`src/rtl/ics_pkg.sv`:
```
package ics_pkg;
  localparam logic [3:0] OP_READ     = 4'd0;
  localparam logic [3:0] OP_WRITE    = 4'd1;
  localparam logic [3:0] OP_IFMODE   = 4'd2;
  localparam logic [3:0] OP_IFPHASE  = 4'd3;
  localparam logic [3:0] OP_DELAY    = 4'd4;
  localparam logic [3:0] OP_CALLBACK = 4'd5;

  localparam logic [2:0] SRC_INLINE = 3'd0;
  localparam logic [2:0] SRC_ZEROS  = 3'd1;

  localparam logic [3:0] POLL_NONE = 4'd0;
  localparam logic [3:0] POLL_EQ   = 4'd1;
  localparam logic [3:0] POLL_ANY  = 4'd2;
  localparam logic [3:0] POLL_ALL  = 4'd3;

  typedef enum logic [3:0] {
    S_IDLE, S_CHECK, S_FETCH, S_LATCH, S_EXEC,
    S_WRITE, S_READ, S_WAIT, S_CALL, S_DONE
  } seq_state_e;

  typedef struct packed {
    logic [3:0]  op;
    logic [2:0]  src;
    logic [3:0]  ptype;
    logic [22:0] addr;
    logic [15:0] skip;
    logic [31:0] arg;
    logic [7:0]  phase;
    logic [15:0] phase_id;
    logic [15:0] cb_id;
    logic [15:0] blk_id;
    logic        bad;
  } cmd_t;
endpackage

```
`src/rtl/ics_rst_sync.sv`:
```
module ics_rst_sync (
  input  logic clk,
  input  logic rst_n,
  output logic rst_sync_n
);
  logic [1:0] sync_q;

  always_ff @(posedge clk or negedge rst_n) begin
    if (!rst_n) sync_q <= 2'b00;
    else        sync_q <= {sync_q[0], 1'b1};
  end

  assign rst_sync_n = sync_q[1];
endmodule

```
`src/rtl/ics_decode.sv`:
```
module ics_decode
  import ics_pkg::*;
(
  input  logic [63:0] cmd_i,
  output cmd_t        fld_o
);
  logic unused_wide;
  assign unused_wide = cmd_i[8];

  always_comb begin
    fld_o.op       = cmd_i[3:0];
    fld_o.src      = cmd_i[6:4];
    fld_o.ptype    = cmd_i[7:4];
    fld_o.addr     = cmd_i[31:9];
    fld_o.skip     = cmd_i[31:16];
    fld_o.arg      = cmd_i[63:32];
    fld_o.phase    = cmd_i[39:32];
    fld_o.phase_id = cmd_i[63:48];
    fld_o.cb_id    = cmd_i[47:32];
    fld_o.blk_id   = cmd_i[63:48];
    fld_o.bad      = (fld_o.op > OP_CALLBACK)
                   || (fld_o.op == OP_WRITE && fld_o.src > SRC_ZEROS)
                   || (fld_o.op == OP_READ  && fld_o.ptype > POLL_ALL);
  end
endmodule

```
`src/rtl/ics_cond.sv`:
```
module ics_cond (
  input  logic        is_phase_i,
  input  logic        mode_match_i,
  input  logic [7:0]  cmd_phase_i,
  input  logic [15:0] cmd_phase_id_i,
  input  logic [7:0]  cur_phase_i,
  input  logic [15:0] cur_phase_id_i,
  output logic        met_o
);
  logic id_ok;
  assign id_ok = (cmd_phase_id_i == 16'hFFFF) || (cmd_phase_id_i == cur_phase_id_i);
  assign met_o = is_phase_i ? ((cmd_phase_i == cur_phase_i) && id_ok) : mode_match_i;
endmodule

```
`src/rtl/ics_poll.sv`:
```
module ics_poll
  import ics_pkg::*;
(
  input  logic [3:0]  ptype_i,
  input  logic [31:0] expect_i,
  input  logic [31:0] rdata_i,
  output logic        pass_o
);
  logic [31:0] masked;
  assign masked = rdata_i & expect_i;

  always_comb begin
    unique case (ptype_i)
      POLL_EQ:  pass_o = (rdata_i == expect_i);
      POLL_ANY: pass_o = (masked != '0);
      POLL_ALL: pass_o = (masked == expect_i);
      default:  pass_o = 1'b1;
    endcase
  end
endmodule

```
`src/rtl/init_cmd_seq.sv`:
```
module init_cmd_seq
  import ics_pkg::*;
#(
  parameter int IDX_W  = 8,
  parameter int POLL_W = 8
) (
  input  logic              clk,
  input  logic              rst_n,
  input  logic              start_i,
  input  logic [IDX_W:0]    cmd_count_i,
  input  logic              mode_match_i,
  input  logic [7:0]        phase_i,
  input  logic [15:0]       phase_id_i,
  input  logic [POLL_W-1:0] poll_limit_i,
  input  logic              us_tick_i,
  output logic              cmd_rd_o,
  output logic [IDX_W-1:0]  cmd_addr_o,
  input  logic [63:0]       cmd_data_i,
  output logic              bus_wr_o,
  output logic              bus_rd_o,
  output logic [22:0]       bus_addr_o,
  output logic [31:0]       bus_wdata_o,
  input  logic [31:0]       bus_rdata_i,
  input  logic              bus_ready_i,
  output logic              cb_req_o,
  output logic [15:0]       cb_id_o,
  output logic [15:0]       cb_blk_o,
  input  logic              cb_ack_i,
  output logic              busy_o,
  output logic              done_o,
  output logic              err_o
);
  localparam int XW = ((IDX_W > 16) ? IDX_W : 16) + 2;

  logic              rst_sync_n;
  seq_state_e        state_q, state_n;
  logic [XW-1:0]     idx_q, idx_n, idx_inc;
  logic [63:0]       cmd_q;
  logic              cmd_ld;
  logic [22:0]       addr_q, addr_n;
  logic [31:0]       cnt_q, cnt_n;
  logic [POLL_W-1:0] try_q, try_n;
  logic              err_q, err_n;
  cmd_t              fld;
  logic              cond_met, poll_pass;

  ics_rst_sync u_rst (.clk(clk), .rst_n(rst_n), .rst_sync_n(rst_sync_n));

  ics_decode u_dec (.cmd_i(cmd_q), .fld_o(fld));

  ics_cond u_cond (
    .is_phase_i     (fld.op == OP_IFPHASE),
    .mode_match_i   (mode_match_i),
    .cmd_phase_i    (fld.phase),
    .cmd_phase_id_i (fld.phase_id),
    .cur_phase_i    (phase_i),
    .cur_phase_id_i (phase_id_i),
    .met_o          (cond_met)
  );

  ics_poll u_poll (
    .ptype_i  (fld.ptype),
    .expect_i (fld.arg),
    .rdata_i  (bus_rdata_i),
    .pass_o   (poll_pass)
  );

  assign idx_inc = idx_q + XW'(1);

  always_comb begin
    state_n = state_q;
    idx_n   = idx_q;
    cmd_ld  = 1'b0;
    addr_n  = addr_q;
    cnt_n   = cnt_q;
    try_n   = try_q;
    err_n   = err_q;
    case (state_q)
      S_IDLE: if (start_i) begin
        idx_n   = '0;
        err_n   = 1'b0;
        state_n = S_CHECK;
      end
      S_CHECK: state_n = (idx_q >= XW'(cmd_count_i)) ? S_DONE : S_FETCH;
      S_FETCH: state_n = S_LATCH;
      S_LATCH: begin
        cmd_ld  = 1'b1;
        state_n = S_EXEC;
      end
      S_EXEC: begin
        if (fld.bad) begin
          err_n   = 1'b1;
          state_n = S_DONE;
        end else begin
          idx_n   = idx_inc;
          state_n = S_CHECK;
          case (fld.op)
            OP_READ: begin
              addr_n  = fld.addr;
              try_n   = '0;
              idx_n   = idx_q;
              state_n = S_READ;
            end
            OP_WRITE: begin
              addr_n = fld.addr;
              cnt_n  = (fld.src == SRC_INLINE) ? 32'd1 : fld.arg;
              if (cnt_n != '0) begin
                idx_n   = idx_q;
                state_n = S_WRITE;
              end
            end
            OP_IFMODE, OP_IFPHASE:
              if (!cond_met) idx_n = idx_inc + XW'(fld.skip);
            OP_DELAY: begin
              cnt_n = fld.arg;
              if (fld.arg != '0) begin
                idx_n   = idx_q;
                state_n = S_WAIT;
              end
            end
            default: begin
              idx_n   = idx_q;
              state_n = S_CALL;
            end
          endcase
        end
      end
      S_WRITE: if (bus_ready_i) begin
        if (cnt_q == 32'd1) begin
          idx_n   = idx_inc;
          state_n = S_CHECK;
        end else begin
          cnt_n  = cnt_q - 32'd1;
          addr_n = addr_q + 23'd1;
        end
      end
      S_READ: if (bus_ready_i) begin
        if (fld.ptype == POLL_NONE || poll_pass) begin
          idx_n   = idx_inc;
          state_n = S_CHECK;
        end else if (try_q == poll_limit_i) begin
          err_n   = 1'b1;
          state_n = S_DONE;
        end else begin
          try_n = try_q + POLL_W'(1);
        end
      end
      S_WAIT: if (us_tick_i) begin
        if (cnt_q == 32'd1) begin
          idx_n   = idx_inc;
          state_n = S_CHECK;
        end else begin
          cnt_n = cnt_q - 32'd1;
        end
      end
      S_CALL: if (cb_ack_i) begin
        idx_n   = idx_inc;
        state_n = S_CHECK;
      end
      S_DONE:  state_n = S_IDLE;
      default: state_n = S_IDLE;
    endcase
  end

  always_ff @(posedge clk or negedge rst_sync_n) begin
    if (!rst_sync_n) begin
      state_q <= S_IDLE;
      idx_q   <= '0;
      cmd_q   <= '0;
      addr_q  <= '0;
      cnt_q   <= '0;
      try_q   <= '0;
      err_q   <= 1'b0;
    end else begin
      state_q <= state_n;
      idx_q   <= idx_n;
      if (cmd_ld) cmd_q <= cmd_data_i;
      addr_q  <= addr_n;
      cnt_q   <= cnt_n;
      try_q   <= try_n;
      err_q   <= err_n;
    end
  end

  assign cmd_rd_o    = (state_q == S_FETCH);
  assign cmd_addr_o  = idx_q[IDX_W-1:0];
  assign bus_wr_o    = (state_q == S_WRITE);
  assign bus_rd_o    = (state_q == S_READ);
  assign bus_addr_o  = addr_q;
  assign bus_wdata_o = (fld.src == SRC_INLINE) ? fld.arg : '0;
  assign cb_req_o    = (state_q == S_CALL);
  assign cb_id_o     = fld.cb_id;
  assign cb_blk_o    = fld.blk_id;
  assign busy_o      = (state_q != S_IDLE);
  assign done_o      = (state_q == S_DONE);
  assign err_o       = done_o & err_q;
endmodule

```
`config.mk`:
```
export PLATFORM = sky130hd
export DESIGN_NAME = init_cmd_seq
export DESIGN_NICKNAME = d
export VERILOG_FILES = /design/src/rtl/ics_pkg.sv /design/src/rtl/ics_rst_sync.sv /design/src/rtl/ics_decode.sv /design/src/rtl/ics_cond.sv /design/src/rtl/ics_poll.sv /design/src/rtl/init_cmd_seq.sv
export SDC_FILE = /design/constraint.sdc
export NUM_CORES = 1
export LEC_CHECK = 0
export BUFFER_PORTS_ARGS = -buffer_cell sky130_fd_sc_hd__buf_2
export CORE_UTILIZATION = 45
export CTS_CLUSTER_DIAMETER = 150
export DETAILED_ROUTE_END_ITERATION = 12
export PLACE_DENSITY = 0.78
export SLEW_MARGIN = 20
export SYNTH_ARGS = -nofsm -noshare
export SYNTH_HDL_FRONTEND = slang
export SYNTH_SLANG_ARGS = --single-unit
export TNS_END_PERCENT = 30
```
`constraint.sdc`:
```
create_clock -name clk -period 4.9 [get_ports clk]
set_input_delay 0 -clock clk [delete_from_list [all_inputs] [get_ports clk]]
set_output_delay 0 -clock clk [all_outputs]
set_load 0.01 [all_outputs]
```
; Word-level counts from Yosys, hierarchy flattened
; Index checks and enable logic that the tools add are counted.
[totals]
regBits = 152
latch_bits = 0
ramBits = 0
mem_bits_ro = 0
memories = 0
[op_classes]
add_sub_neg = 5
mul = 0
div_mod_pow = 0
magnitude_cmp = 4
eq_ne = 42
n_shift = 0
muxes = 55
bitwise_logic = 2
n_reduce_logical = 28
[ops]
columns = cell, count
row1 = $mux W18, 11
row2 = $mux W32, 6
row3 = $pmux W18 S6, 1
row4 = $pmux W32 S3, 1
row5 = $reduce_bool A32 Y1, 3
row6 = $mux W23, 4
row7 = $eq A32 B32 Y1, 2
row8 = $pmux W32 S2, 1
row9 = $pmux W18 S3, 1
row10 = $pmux W23 S2, 1
row11 = $mux W4, 10
row12 = $mux W8, 5
row13 = $pmux W4 S9, 1
row14 = $and A32 B32 Y32, 1
row15 = $eq A32 B1 Y1 const B, 1
row16 = $sub A32 B1 Y32 const B, 1
row17 = $eq A4 B2 Y1 const B, 6
row18 = $add A23 B1 Y23 const B, 1
row19 = $eq A4 B3 Y1 const B, 5
row20 = $add A18 B1 Y18 const B, 1
row21 = $add A18 B16 Y18, 1
row22 = $ge A18 B9 Y1, 1
row23 = $reduce_and A6 Y1, 3
row24 = $eq A16 B16 Y1, 1
row25 = other kinds (31), 67

; Longest topological paths before layout
; Gate-level depths: netlist of run 1.
[logic_depth]
depth_word = 8
depth_mapped = 15

; Cells and area by module
; From an unflattened synthesis of run 1, not the netlist that was laid out.
[unflattened]
cells_unflattened = 1352
area_unflattened_um2 = 11712.5
[modules_own_cells]
columns = mod, instances, cells_per_inst, area_per_inst_um2, seq_area_each_um2
row1 = init_cmd_seq, 1, 1062, 9596.7, 3753.6
row2 = ics_decode, 1, 142, 1072.3, 0.0
row3 = ics_poll, 1, 105, 675.6, 0.0
row4 = ics_cond, 1, 40, 314.1, 0.0
row5 = ics_rst_sync, 1, 3, 53.8, 50.0

; Worst setup path after synthesis of run 1
; OpenSTA, ideal clock, no wires.
[synth_timing]
kind = flip-flop to flip-flop
from = register idx_q[1]
to = register idx_q[17]
t_arrival_ps = 3075
slack_ps = 1702
path_stages_with_launch = 16
path_buffers = 0
synth_period_minus_slack_ps = 3198
cell_sequence = dfrtp_1 -> ha_1 -> nand3_1 -> nor2_1 -> nand3_1 -> nor2_1 -> xor2_1 -> ha_1 -> a21o_1 -> a21o_1 -> a21oi_1 -> o41ai_1 -> a21oi_1 -> nor4_1 -> a22o_1 -> a211o_1
[synth_between]
elab_chain_len = 6
word_cells_on_any_way = 14
classes_between = add/sub: 2 / mux: 12
[synth_rtl]
columns = item, line_no
row1 = from (decl), init_cmd_seq.sv:37  ; logic [XW-1:0] idx_q, idx_n, idx_inc;
row2 = from (signal assigned), init_cmd_seq.sv:176  ; idx_q <= idx_n;
row3 = $add A18 B1 Y18 *, init_cmd_seq.sv:68  ; assign idx_inc = idx_q + XW'(1);
row4 = $add A18 B16 Y18, init_cmd_seq.sv:113  ; if (!cond_met) idx_n = idx_inc + XW'(fld.skip);
row5 = $mux W18, init_cmd_seq.sv:113
row6 = $pmux W18 S3, init_cmd_seq.sv:97  ; case (fld.op)
row7 = $mux W18, init_cmd_seq.sv:91  ; if (fld.bad) begin
row8 = $pmux W18 S6 *, init_cmd_seq.sv:78  ; case (state_q)
; Every way passes the cells marked *; elsewhere a longest branch is shown, timed or not. The select of a mux whose other input is x is not followed.
; A chain may end at the register's enable or synchronous reset.

; Final worst setup path of run 1
; Same ends and word-level chain as after synthesis.

==> run summary, run 1 <==
Vias = 10583
Per-cell routed wire length = 19.1 um
Clk slew on worst S/H paths = 0.07 ns
Post-synthesis xor/xnor area fraction = 5.12%
Clock sink total = 151
Endpoints failing hold = 0
Cell Rows = 55
Ys Warns = 0
PostCTS Resize Cnt = 0
Number of synthesized flops with an enable pin = 0
Die Y = 156 um
Final WL = 34100 um
Switching share of power = 46.4%
Place WS = 1.19 ns
CTS tree = built
Largest family of logic cells by synthesized area = compound AO/OA/AOI/OAI gates
Yosys cell types = 75
#FFs+latches synth = 151
CTS root buffer = clkbuf_16
Worst-Margin Slew = 1.05 ns
Clk pwr share = 17.1%
Ports = 246
Post-synthesis sequential area ratio = 35.6%
Setup_tns = 0 ns
Syn_area_per_cell = 8.59 um2
DR iter-0 viols = 957
Crit share post-route = 77.9%
Post-synth net total = 1410
Post-DP HPWL = 24800 um
Worst relative slew slack = 30.2%
Post-route ant nets = 0
Multiplexer share of the synthesized area = 6.91%
DRT Pass-1 Iters = 6
Core box area = 22900 um2
FMAX = 0.262 GHz
Layout cells sized above 1 = 25.4%
Asr flop ratio synth = 100%
Cell mode on critical path = nand3_1
CP endpoint kind = flip-flop
Maximum clock insertion buffer count = 2
Simple-Gate Fraction of Synth Area = 18.9%
Total grt overflow = 0
Crit path kind = reg -> reg
Final setup fails = 0
Initial Util = 46.3%
Remaining DRCs = 0
CP cell instances = ha_1, nand3_1, nor2_1, nand3_1, nor2_1, xor2_1, ha_1, nand3_1, o41ai_1, a21oi_1, o31ai_1, a22oi_1, a211o_1
Switching power of the nets = 3520 uW
Maxcap violations = 0
PD cells = 584 nW/um2
Final worst setup slack = 1.09 ns
Critical path peak fanout = 6
Synth Area in Compound Gates = 22.0%
Total GRT Usage = 28.3%
Vias per cell = 5.92
Cells after Synth = 1235
Yosys top cell by area = dfrtp_1
Postcts setup bufs = 0
GP Congestion = 0.964
RSZ-0062 raised after global routing = no
Die area = 24200 um2
First-pass GRT wire length = 53300 um
Vias in the first global route = 9914
Most used DFF post-synth = dfrtp_1
Clk_skew = 0.0115 ns
Final Critical Period = 3.81 ns
Final nets = 1637
Synth area leaders = dfrtp_1 36%, mux2_2 6.2%, o21ai_0 4.7%
Slowest CP cell = o41ai_1
Post-Synth Adder-Cell Area = 3.73%
Int Power = 4070 uW
Latest clock arrival within the worst-skew pair = 0.43 ns
Max Transition Viols Final = 0
CTS Buf Count = 17
Mapped cell area = 10600 um2
Syn-to-layout area delta = 22.4%
Combinational share of power = 45.5%
Pin count of the biggest net entering global routing = 79
Critical path startpoint category = flip-flop
Sequential share of power = 37.4%
Critical Path RT = 5.21 ns
Min-delay worst type = in -> reg
Area share of the leading cell type in the synthesized netlist = 35.6%
Worst vdd ir = 305 uV
Die width = 156 um
# port buffers = 244
CP peak stage delay = 0.53 ns
Antenna violations before repair = 1
Static leakage = 0.00578 uW
Outcome = finished clean
H-tree Lvls = 4
Crit path DAT = 4.13 ns
[cells by family after synthesis]
kind of cell               count (synthesis)
xor gates and xnor gates                  62
DFF                                      151
adders and majority gates                 31
buffers and inverters                    168
and+or+nand+nor                          389
AOI/OAI and AO/OA                        369
other                                      1
muxes                                     64
[layout make-up]
cell class,instances,area [um2]
Multi-Input combinational cell,916,6050
Tap cell,313,392
Inverter,56,210
Clock inverter,11,114
Sequential cell,151,3780
Antenna cell,1,2.50
Timing Repair Buffer,320,1980
Clock buffer,21,460
Fill cell,2085,9930
[sequential cells by signal (all words and copies together) (netlist names)]
signal,count
cmd_q,63
try_q,8
u_rst.sync_q,2
state_q,4
err_q,1
cnt_q,32
idx_q,18
bus_addr_o,23
[power groups by stage]
stage / sequential (uW) / combinational (uW) / clock (uW)
floorplan: 2230 / 2910 / 0
global placement: 2800 / 3250 / 0
detailed placement: 2810 / 3350 / 0
CTS: 2790 / 3410 / 1330
global route: 2890 / 3810 / 1370
finish: 2830 / 3450 / 1300
[per-layer routing]
metal  GRT usage [%]  up-vias  wire [um]
li1                -     4944          -
met1            38.6     5088      14400
met2            43.4      481      15600
met3            6.47       70       3070
met4            11.3        0        980
met5               0        -          0
[placed cells by master (no fill, tap or decap), types with 38 or more instances in the layout]
cell,netlist,routed
buf_2,15,244
dfrtp_1,151,150
o21ai_0,100,100
a21oi_1,98,97
nand2_1,90,90
nor2_1,73,72
dlygate4sd3_1,0,66
mux2_2,58,58
inv_1,56,56
xnor2_1,38,38
[Yosys cell counts (16+ instances only)]
cell and instances:
nor3_1 29, mux2_2 58, and2_1 36, nor2b_1 24
nor4_1 31, ha_1 30, nor2_1 73, xnor2_1 38
o21ai_0 100, nand2b_1 16, clkbuf_1 53, nand4_1 27
dfrtp_1 151, nand2_1 90, buf_4 40, nand3_1 23
a21oi_1 98, a22oi_1 31, xor2_1 24, inv_1 56
o22ai_1 24
[final timing paths]
| check | startpoint | to | slack [ns] | cells after the start |
|---|---|---|---|---|
| min in group asynchronous | u_rst.sync_q[1]$_DFF_PN0_ | cmd_q[60]$_DFFE_PN0P_ | 0.29 | 0 |
| min | us_tick_i | state_q[0]$_DFFE_PN0P_ | 0.06 | 4 |
| min reg2reg | u_rst.sync_q[1]$_DFF_PN0_ | cmd_q[60]$_DFFE_PN0P_ | 0.29 | 0 |
| max reg2reg | idx_q[1]$_DFFE_PN0P_ | idx_q[17]$_DFFE_PN0P_ | 1.09 | 13 |
| max | idx_q[1]$_DFFE_PN0P_ | idx_q[17]$_DFFE_PN0P_ | 1.09 | 13 |
| max in group asynchronous | u_rst.sync_q[1]$_DFF_PN0_ | idx_q[4]$_DFFE_PN0P_ | 3.61 | 1 |
[what timing repair did]
action	4_1_cts	5_1_grt
hold buffers	66	0
hold endpoints to repair	66	0
endpoints found under the setup margin	0	0
[through the flow]
stage	power (uW)	hold slack (ns)	area (um2)	cells	util, %
5_1_grt	8070	0.0875	13000	1789	56.7
3_5_place_dp	6150	-0.208	11700	1689	51.2
6_report	7590	0.0565	13000	1789	56.7
4_1_cts	7520	0.0318	13000	1787	56.5
2_1_floorplan	5140	-0.296	10600	1235	-
3_3_place_gp	6050	-0.214	11700	1689	51.1
[worst max-delay path, delay by kind of cell, from the launching register on]
family | cells | cell delay [ns]
AOI/OAI and AO/OA | 5 | 1.37
xor gates and xnor gates | 1 | 0.11
adders and majority gates | 2 | 0.63
DFF | 1 | 0.43
and+or+nand+nor | 5 | 1.13
Note: power is estimated with default switching activity, not from simulation.
==> run 2, diff against run 1 <==
--- a/config.mk
+++ b/config.mk
@@ -5,11 +5,12 @@
 export SDC_FILE = /design/constraint.sdc
 export NUM_CORES = 1
 export LEC_CHECK = 0
+export ABC_AREA = 1
 export BUFFER_PORTS_ARGS = -buffer_cell sky130_fd_sc_hd__buf_2
 export CORE_UTILIZATION = 45
 export CTS_CLUSTER_DIAMETER = 150
 export DETAILED_ROUTE_END_ITERATION = 12
-export PLACE_DENSITY = 0.78
+export PLACE_DENSITY = 0.8
 export SLEW_MARGIN = 20
 export SYNTH_ARGS = -nofsm -noshare
 export SYNTH_HDL_FRONTEND = slang
==> constraint.sdc (replaced) <==
create_clock -name clk -period 3.3 [get_ports clk]
set_input_delay 0 -clock clk [delete_from_list [all_inputs] [get_ports clk]]
set_output_delay 0 -clock clk [all_outputs]
set_load 0.01 [all_outputs]
==> run 2 against run 1 <==
Compared with the run above: register-to-register slack worse by 0.78 ns; sequential share of layout area is 2.2 points lower; clock skew is 0.0012 ns lower; synthesized area is 8.2% higher; setup slack worse by 0.78 ns; highest routed layer is now met5; fmax is 28% higher; critical path depth is 5 higher; utilization is 0.66 points lower; critical path type unchanged.
==> run summary, run 2 <==
# port buffers = 244
Die width = 162 um
Die area = 26200 um2
Max Transition Viols Final = 0
FILL cells = 2376
PD cells = 366 nW/um2
Cell mode on critical path = nand2_1
Remaining DRCs = 0
Vias in the first global route = 11905
Total GRT Usage = 30.0%
Final worst setup slack = 0.309 ns
Die Y = 162 um
FMAX = 0.334 GHz
GP Congestion = 0.959
DR iter-0 viols = 1367
Combinational share of power = 18.4%
Setup_tns = 0 ns
Most used DFF post-synth = dfrtp_1
Yosys top cell by area = dfrtp_1
Yosys cell types = 52
Asr flop ratio synth = 100%
Clock sink total = 151
Initial Util = 45.7%
Static leakage = 0.00747 uW
Worst relative slew slack = 54.1%
Final setup fails = 0
H-tree Lvls = 4
Diodes inserted = 0
CTS root buffer = clkbuf_16
Most flops, register = cmd_q
Final Critical Period = 2.99 ns
Pin count of the biggest net entering global routing = 83
Clk slew on worst S/H paths = 0.07 ns
Per-cell routed wire length = 16.6 um
Maxcap violations = 0
Switching power of the nets = 1650 uW
Post-DP HPWL = 28800 um
Critical path startpoint category = flip-flop
Vias per cell = 5.49
Antenna violations before repair = 1
Final nets = 2196
Synth cell count leaders = 486 x nand2_1, 251 x nor2_1, 214 x inv_1, 151 x dfrtp_1, 124 x a21oi_1
Cell Rows = 58
Crit share post-route = 90.6%
Post-synth net total = 1935
Endpoints failing hold = 0
Crit path DAT = 3.35 ns
Place WS = 0.247 ns
Area share of the leading cell type in the synthesized netlist = 32.9%
CTS tree = built
Syn_area_per_cell = 6.52 um2
Postcts setup bufs = 0
Post-synthesis sequential area ratio = 32.9%
Busiest grt layer = met2
Mapped cell area = 11500 um2
Commonest non-fill, non-tap cells in the layout = 486 x nand2_1, 247 x nor2_1, 244 x buf_2
Syn-to-layout area delta = 22.5%
Commonest non-fill, non-tap cell in the layout = nand2_1
Number of synthesized flops with an enable pin = 0
Worst vdd ir = 366 uV
Ports = 246
Int Power = 3510 uW
Maximum clock insertion buffer count = 2
#FFs+latches synth = 151
Clk_skew = 0.0102 ns
Largest register FFs = 63
Most common cell in the netlist = nand2_1
Switching share of power = 31.9%
First-pass GRT wire length = 61800 um
Crit path max-delay family = simple AND/OR/NAND/NOR gates
Core box area = 25100 um2
CP cell instances = ha_1, nand2_1, nor2_2, buf_4, xor2_1, ha_1, inv_1, o21bai_1, nand2_1, nand3_1, nand3_1, nand2_1, nand2_1, nand2_1, inv_1, o21ai_0, nand3_1, a21oi_2
Final WL = 39100 um
Crit path kind = reg -> reg
Critical Path RT = 3.66 ns
Critical path peak fanout = 7
Post-route ant nets = 0
Ys Warns = 0
M1 GR Usage = 42.5%
Cells after Synth = 1760
Critical path buffer and inverter count = 3
Met2 GRT Util = 45.0%
Sequential share of power = 41.1%
Vias = 12976
Synth area leaders = dfrtp_1 33%, nand2_1 16%, nor2_1 8.2%
DRT Pass-1 Iters = 7
Worst-Margin Slew = 0.687 ns
CTS Buf Count = 17
Total grt overflow = 0
CP endpoint kind = flip-flop
Layout cells sized above 1 = 17.2%
Outcome = finished clean
Slowest CP cell = dfrtp_2
GRT met3 Usage = 6.56%
Clk pwr share = 40.5%
CP peak stage delay = 0.44 ns
Reg-to-reg slack, setup = 0.31 ns
Latest clock arrival within the worst-skew pair = 0.44 ns
Min-delay worst type = in -> reg
run 2: cell types whose count changed after synthesis, moves of 33 or more:
cell / change
nand3_1: +42
mux2_2: -43
nor2_1: +178
and2_1: -33
nand2_1: +396
inv_1: +158
run 2: cell type report:
type | count | area [um2] | share of cell area [%]
multi-input combinational | 1302 | 6410 | 45.6
sequential | 151 | 3780 | 26.9
timing repair buffer | 327 | 2020 | 14.4
inverter | 222 | 835 | 5.93
clock buffer | 17 | 425 | 3.02
tap | 330 | 413 | 2.94
clock inverter | 15 | 180 | 1.28
run 2: what timing repair did:
action / 4_1_cts / 5_1_grt
hold buffers: 66 / 0
endpoints found under the hold margin: 66 / 0
setup endpoints to repair: 0 / 6
resized for setup: 0 / 9
run 2: path summary, 6_finish.rpt:
path | start | to | cells past startpoint
hold / removal | bus_ready_i | try_q[3]$_DFFE_PN0P_ | 5
setup / recovery | idx_q[0]$_DFFE_PN0P_ | idx_q[17]$_DFFE_PN0P_ | 18
max in group asynchronous | u_rst.sync_q[1]$_DFF_PN0_ | idx_q[0]$_DFFE_PN0P_ | 1
hold reg to reg | u_rst.sync_q[1]$_DFF_PN0_ | cmd_q[41]$_DFFE_PN0P_ | 0
setup reg to reg | idx_q[0]$_DFFE_PN0P_ | idx_q[17]$_DFFE_PN0P_ | 18
min in group asynchronous | u_rst.sync_q[1]$_DFF_PN0_ | cmd_q[41]$_DFFE_PN0P_ | 0
run 2: power by group through the flow:
stage	Sequential (uW)	Combinational [uW]	Clock, uW
3_3_place_gp	2140	832	0
2_1_floorplan	2110	585	0
6_report	2120	948	2090
5_1_grt	2130	1060	2160
4_1_cts	2110	924	2100
3_5_place_dp	2140	859	0
run 2: tightest hold or removal path, stage by stage:
cell     delay, ns
buf_2         0.10
inv_1         0.11
a21oi_1       0.17
nand4_1       0.12
nand2_1       0.05
run 2: logic make-up after synthesis:
family                     count (synthesis)  synth area share (%)
xor gates and xnor gates                  50                  3.81
muxes                                     15                  1.47
DFF                                      151                  32.9
adders and majority gates                 31                  3.44
buffers and inverters                    307                  11.6
AOI/OAI and AO/OA                        293                  13.9
and+or+nand+nor                          912                  32.8
other                                      1                0.0327
run 2: layer usage:
layer | routed length (um) | up-vias
met5 | 42 | -
met4 | 1140 | 2
met1 | 17000 | 6014
li1 | - | 6153
met2 | 17200 | 702
met3 | 3770 | 105
run 2: stage by stage:
| stage | hold WS, ns | cell area (um2) | utilization (%) | cells | total power, uW |
|---|---|---|---|---|---|
| global route | 0.177 | 14100 | 56.0 | 2364 | 5360 |
| floorplan | -0.296 | 11500 | - | 1760 | 2700 |
| finish | 0.145 | 14100 | 56.0 | 2364 | 5150 |
| detailed placement | -0.211 | 12800 | 50.9 | 2266 | 3000 |
| global placement | -0.213 | 12800 | 50.9 | 2266 | 2970 |
| CTS | 0.117 | 14000 | 55.9 | 2364 | 5140 |
